`config.mk`:
```
export PLATFORM = sky130hd
export DESIGN_NAME = dram_access_arbiter
export DESIGN_NICKNAME = d
export VERILOG_FILES = /design/src/rtl/dram_arb_pkg.sv /design/src/rtl/dram_arb_sync.sv /design/src/rtl/dram_arb_next.sv /design/src/rtl/dram_access_arbiter.sv
export SDC_FILE = /design/constraint.sdc
export NUM_CORES = 1
export LEC_CHECK = 0
export CORE_AREA = 2 2 39 41
export DETAILED_ROUTE_END_ITERATION = 10
export DIE_AREA = 0 0 41 43
export HOLD_SLACK_MARGIN = 0.06
export SKIP_CTS_REPAIR_TIMING = 1
export SLEW_MARGIN = 10
export SYNTH_ARGS = -nofsm -noshare
export SYNTH_HDL_FRONTEND = slang
export SYNTH_SLANG_ARGS = --single-unit
```
`constraint.sdc`:
```
create_clock -name clk_i -period 1.4 [get_ports clk_i]
set_input_delay 0.14 -clock clk_i [delete_from_list [all_inputs] [get_ports clk_i]]
set_output_delay 0.14 -clock clk_i [all_outputs]
set_load 0.005 [all_outputs]
```
`src/rtl/dram_arb_pkg.sv`:
```
package dram_arb_pkg;
  typedef enum logic [1:0] {
    GNT_NONE = 2'd0,
    GNT_REF  = 2'd1,
    GNT_A    = 2'd2,
    GNT_B    = 2'd3
  } gnt_e;
endpackage

```
`src/rtl/dram_arb_sync.sv`:
```
module dram_arb_sync #(
  parameter int unsigned STAGES = 2
) (
  input  logic clk_i,
  input  logic rst_ni,
  input  logic d_i,
  output logic q_o
);
  logic [STAGES-1:0] chain_q;

  always_ff @(posedge clk_i or negedge rst_ni) begin
    if (!rst_ni) chain_q <= '0;
    else         chain_q <= {chain_q[STAGES-2:0], d_i};
  end

  assign q_o = chain_q[STAGES-1];
endmodule

```
`src/rtl/dram_arb_next.sv`:
```
module dram_arb_next
  import dram_arb_pkg::*;
(
  input  gnt_e gnt_i,
  input  logic settled_i,
  input  logic ref_i,
  input  logic a_i,
  input  logic b_i,
  input  logic lock_i,
  output gnt_e gnt_o
);
  always_comb begin
    gnt_o = gnt_i;
    unique case (gnt_i)
      GNT_NONE: begin
        if (ref_i)    gnt_o = GNT_REF;
        else if (a_i) gnt_o = GNT_A;
        else if (b_i) gnt_o = GNT_B;
        else          gnt_o = GNT_NONE;
      end
      // refresh lasts at least until settled
      GNT_REF: gnt_o = (ref_i || !settled_i) ? GNT_REF : GNT_NONE;
      // owner keeps grant under lock or own access; parks otherwise
      GNT_A: begin
        if (lock_i || a_i)      gnt_o = GNT_A;
        else if (ref_i || b_i)  gnt_o = GNT_NONE;
        else                    gnt_o = GNT_A;
      end
      GNT_B: begin
        if (lock_i || b_i)      gnt_o = GNT_B;
        else if (ref_i || a_i)  gnt_o = GNT_NONE;
        else                    gnt_o = GNT_B;
      end
      default: gnt_o = GNT_NONE;
    endcase
  end
endmodule

```
`src/rtl/dram_access_arbiter.sv`:
```
module dram_access_arbiter
  import dram_arb_pkg::*;
#(
  parameter int unsigned SYNC_STAGES = 2
) (
  input  logic clk_i,
  input  logic rst_ni,
  input  logic ref_req_i,
  input  logic a_req_i,
  input  logic a_cs_i,
  input  logic b_req_i,
  input  logic lock_ni,
  output logic gnt_ref_o,
  output logic gnt_a_o,
  output logic gnt_b_o,
  output logic gnt_settled_o,
  output logic port_sel_o
);
  gnt_e gnt_q, gnt_d;
  logic settled_q;
  logic b_req_sync;
  logic a_req_eff;

  dram_arb_sync #(.STAGES(SYNC_STAGES)) u_b_sync (
    .clk_i (clk_i),
    .rst_ni(rst_ni),
    .d_i   (b_req_i),
    .q_o   (b_req_sync)
  );

  assign a_req_eff = a_req_i & a_cs_i;

  dram_arb_next u_next (
    .gnt_i    (gnt_q),
    .settled_i(settled_q),
    .ref_i    (ref_req_i),
    .a_i      (a_req_eff),
    .b_i      (b_req_sync),
    .lock_i   (~lock_ni),
    .gnt_o    (gnt_d)
  );

  always_ff @(posedge clk_i or negedge rst_ni) begin
    if (!rst_ni) begin
      gnt_q     <= GNT_NONE;
      settled_q <= 1'b0;
    end else begin
      gnt_q     <= gnt_d;
      settled_q <= (gnt_q != GNT_NONE) && (gnt_d == gnt_q);
    end
  end

  assign gnt_ref_o     = (gnt_q == GNT_REF);
  assign gnt_a_o       = (gnt_q == GNT_A);
  assign gnt_b_o       = (gnt_q == GNT_B);
  assign gnt_settled_o = settled_q;
  assign port_sel_o    = (gnt_q == GNT_B);
endmodule

```
# Yosys cells after proc, flatten, opt, wreduce, memory -nomap -nowiden

Index checks and enable logic that the tools add are counted.

Register bits after elaboration: 5
Output and inout bits: 5
Logic and storage cells: 27

Eq/ne operators: 4
Multiplexer cells: 9
Bitwise gates (word level): 2
Reductions and logical operators: 9

Operator list:

| cell                                                | count |
|---|---|
| two-way mux 2 bit                                   | 7 |
| case mux 2 bit (4 select lines)                     | 1 |
| logical OR 1 bit                                    | 5 |
| equality test 2 bit, second input constant          | 2 |
| equality test 2 x 1 -> 1 bit, second input constant | 1 |
| equality test 2 bit                                 | 1 |
| zero test 2 bit                                     | 1 |
| nonzero test 2 bit                                  | 1 |
| bitwise AND 1 bit                                   | 1 |
| logical AND 1 bit                                   | 1 |
| zero test 1 bit                                     | 1 |
| two-way mux 1 bit                                   | 1 |
| inverter 1 bit                                      | 1 |

# Longest topological paths before layout

Depth after elaboration: 7
Mapped depth: 4
Mapped depth without buffers: 3

# Hierarchy

Synthesis repeated with hierarchy kept, for this count alone.

Cell total of the unflattened synthesis: 28
Area, all modules: 280.3 um^2

Modules (own cells, without submodules):

| module              | times used | cells an instance | area an instance (um^2) |
|---|---|---|---|
| dram_access_arbiter | 1          | 12                | 141.4 |
| dram_arb_next       | 1          | 14                | 88.8 |
| dram_arb_sync       | 1          | 2                 | 50.0 |

# Least setup slack after synthesis

OpenSTA, ideal clock, no wires.

Kind: register -> register
From: register gnt_q[0]
To: register gnt_q[1]
Data arrival time: 1.054 ns
Required time: 1.296 ns
Slack: 0.242 ns
Cell stages (with the launch flop): 5
Buffers on the path: 1
Path through: dfrtp_1 -> buf_6 -> or2_1 -> a211o_1 -> o311ai_1

Longest elaborated chain between the ends: 2

RTL lines:

| element                                     | line                      | source |
|---|---|---|
| from (decl)                                 | dram_access_arbiter.sv:19 | `gnt_e gnt_q, gnt_d;` |
| from (signal assigned)                      | dram_access_arbiter.sv:48 | `gnt_q <= gnt_d;` |
| equality test 2 bit (tied with other cells) | dram_arb_next.sv:14       | `unique case (gnt_i)` |
| case mux 2 bit (4 select lines) *           | dram_arb_next.sv:14       |  |
| via gnt_d[1]                                | dram_access_arbiter.sv:19 |  |

The timed path passes the listed nets; every way through them passes the cells marked *.

# Final worst setup path

From: register gnt_q[1]
To: output gnt_ref_o

Longest elaborated chain between the ends: 1

RTL lines:

| element                      | line                      | source |
|---|---|---|
| equality test 2 x 1 -> 1 bit | dram_access_arbiter.sv:53 | `assign gnt_ref_o = (gnt_q == GNT_REF);` |
| to (decl)                    | dram_access_arbiter.sv:13 | `output logic gnt_ref_o,` |

No other way between the ends.

==> impl_results.md <==
* Worst vdd ir at about 0.7 mV
* Initial antenna violation count at 0
* Syn avg cell area at ~9.5 um^2
* Largest net degree at the start of global routing at 12
* Initial drt markers at 3
* CTS root buf: clkbuf_4
* IO Count at 12
* Setup CP Type: reg -> out
* Worst-Skew Late Latency at roughly 0.23 ns
* Top delay family on crit path: buffers and inverters
* Crit path from: gnt_q[1]
* Synthesis-to-layout area growth at 61.02%
* CTS sink count at 5
* #FFs+latches synth at 5
* RSZ-0062 raised after global routing: yes
* CTS tree: done
* Final hold viol count at 0
* Setup-failing EPs final at 3
* Place WS at 0.06841 ns
* Drt drc at 0
* EDFF count, synth at 0
* Max Transition Viols Final at 0
* CTS Buf Count at 3
* Area of the core at between 1000 and 1500 um^2
* Total Nets Final at 56
* Worst path buffer plus inverter count at 1
* Slew @ Worst Pin at about 0.27 ns
* Max-Cap Viols at 0
* Clock buffer depth at 2
* Failing checks: negative setup slack
* Row count at 14
* Via Count at between 200 and 300
* Die height at 43 um
* Reg-to-Reg Start: gnt_q[0]
* Top_reg_cell synth: dfrtp_1
* Router iterations before antenna repair at 2
* Worst setup path endpoint: gnt_ref_o
* Commonest non-fill, non-tap cell in the layout: clkdlybuf4s50_1
* Arrival time at the worst endpoint at approximately 1.3 ns
* Post-DP Area at ~410 um^2
* Total congestion overflow at 0
* Fmax at approximately 690 MHz
* Gr usage total at 0.07685
* Detail Route Antenna Nets at 0
* Diode count at 0
* Critical path required time at 1.26 ns
* Clock transition at path regs at roughly 0.04 ns
* IO Port Bufs at 11
* WP depth at 2
* Ys async rst share at 1.000
* Crit Path Max Fanout at 5
* Critical path's slowest cell: clkdlybuf4s50_1
* Period utilization at 1.032
* First-pass GRT wire length at slightly above 900 um
* Placed cells at 57
* Layout cell share with drive strength beyond 1 at 0.2292
* Mapped cell area at roughly 300 um^2
* Die X at 41 um
* Die area at about 1800 um^2
* Largest stage delay, worst path at approximately 0.5 ns
* Seq/Total Area, Yosys at 0.4237
* Final wirelength at roughly 640 um
* Drt via density at between 4 and 5
* Dpl hpwl at 457.7 um
* Detail-routed net length per standard cell at 10.02 um
* Worst Reg-to-Reg Cells at 4
* Cell variety after synth at 20
* Fin cells at 64
* Hold Crit Class: in -> async
* Fin area at approximately 480 um^2
* Routability Congestion at between 0.7 and 0.8
* CTS H-tree lvls at 1
* Critical path capture point type: primary output
* Reg-to-reg slack, setup at approximately 0.11 ns
* Pwr Density at ~2000 nW/um^2
* Leakage at around 0.21 nW
* Post-Syn Nets at 38
* Skew final at between 0.001 and 0.0015 ns
* Critical Path, Cell by Cell: nor2b_2, clkdlybuf4s50_1
* Status: finished, violations left
* Max-slew headroom at 0.8222
* Final min period at 1.445 ns
* R2R Path End: gnt_q[1]
* Vias in the first global route at ~250
* Synth Warn # at 0
* Most frequent cells in the layout: 10 x clkdlybuf4s50_1, 4 x nand3b_1
* Fin worst setup slack at -0.04468 ns
* Starting Density at 0.2134
* Post-synthesis instance total at 31
* Startpoint Class: flop
flip-flops by register name (all words and copies together) (netlist names):
signal,count
gnt_q,2
gnt_settled_o,1
u_b_sync.chain_q,2
per-layer routing:
layer | global-route usage | part of all wire | wire length [um]
met5 | 0 | 0 | 0
met4 | 0.06000 | 0 | 0
met3 | 0.01571 | 0.036 | 23
met2 | 0.1094 | 0.49 | 313
met1 | 0.09539 | 0.47 | 303
Yosys cell counts (2+ instances only):
cell / count / share of area
nand3b_1: 4 / 0.10
inv_1: 2 / 0.025
a21oi_1: 3 / 0.051
dfrtp_1: 5 / 0.42
nand2_1: 2 / 0.025
worst min path at each step:
stage / start / end / slack [ns]
floorplan: rst_ni / gnt_q[0] / -0.16
global placement: u_b_sync.chain_q[0] / u_b_sync.chain_q[1] / 0.34
detailed placement: u_b_sync.chain_q[0] / u_b_sync.chain_q[1] / 0.34
CTS: rst_ni / gnt_q[0] / 0.12
global route: rst_ni / gnt_settled_o / 0.12
finish: rst_ni / gnt_settled_o / 0.12
cells by family (layout without fill, tap and decap cells):
logic type	count (synthesis)	count (layout)	share of synthesized area
compound gates	11	11	0.2670
buf+inv	4	21	0.08900
flops	5	5	0.4237
simple gates	11	11	0.2204
through the flow:
| stage | power [mW] | util | hold WS, ns | TNS [ns] |
|---|---|---|---|---|
| floorplan | 0.5039 | - | -0.1556 | 0 |
| global placement | 0.6894 | 0.2993 | 0.3351 | 0 |
| detailed placement | 0.6891 | 0.2993 | 0.3397 | 0 |
| CTS | 0.8564 | 0.3183 | 0.1185 | -0.6419 |
| global route | 1.005 | 0.3436 | 0.1219 | -0.2975 |
| finish | 0.9277 | 0.3436 | 0.1163 | -0.09521 |
final cells by class:
type                    instances  area (um^2)
repair buffers                 15        147.6
flip-flops and latches          5        127.6
well taps                      16        20.02
multi-input cells              22        146.4
fillers                       140        908.4
clock buffers                   4        26.28
inverters                       2        7.507
report_power, final:
part	switching [mW]	internal (mW)	total, mW
Combinational	0.187	0.322	0.509
Clock	0.0527	0.107	0.160
Sequential	0.0586	0.200	0.259
Total	0.298	0.630	0.928
No activity file was read; power rests on OpenSTA's default activity.
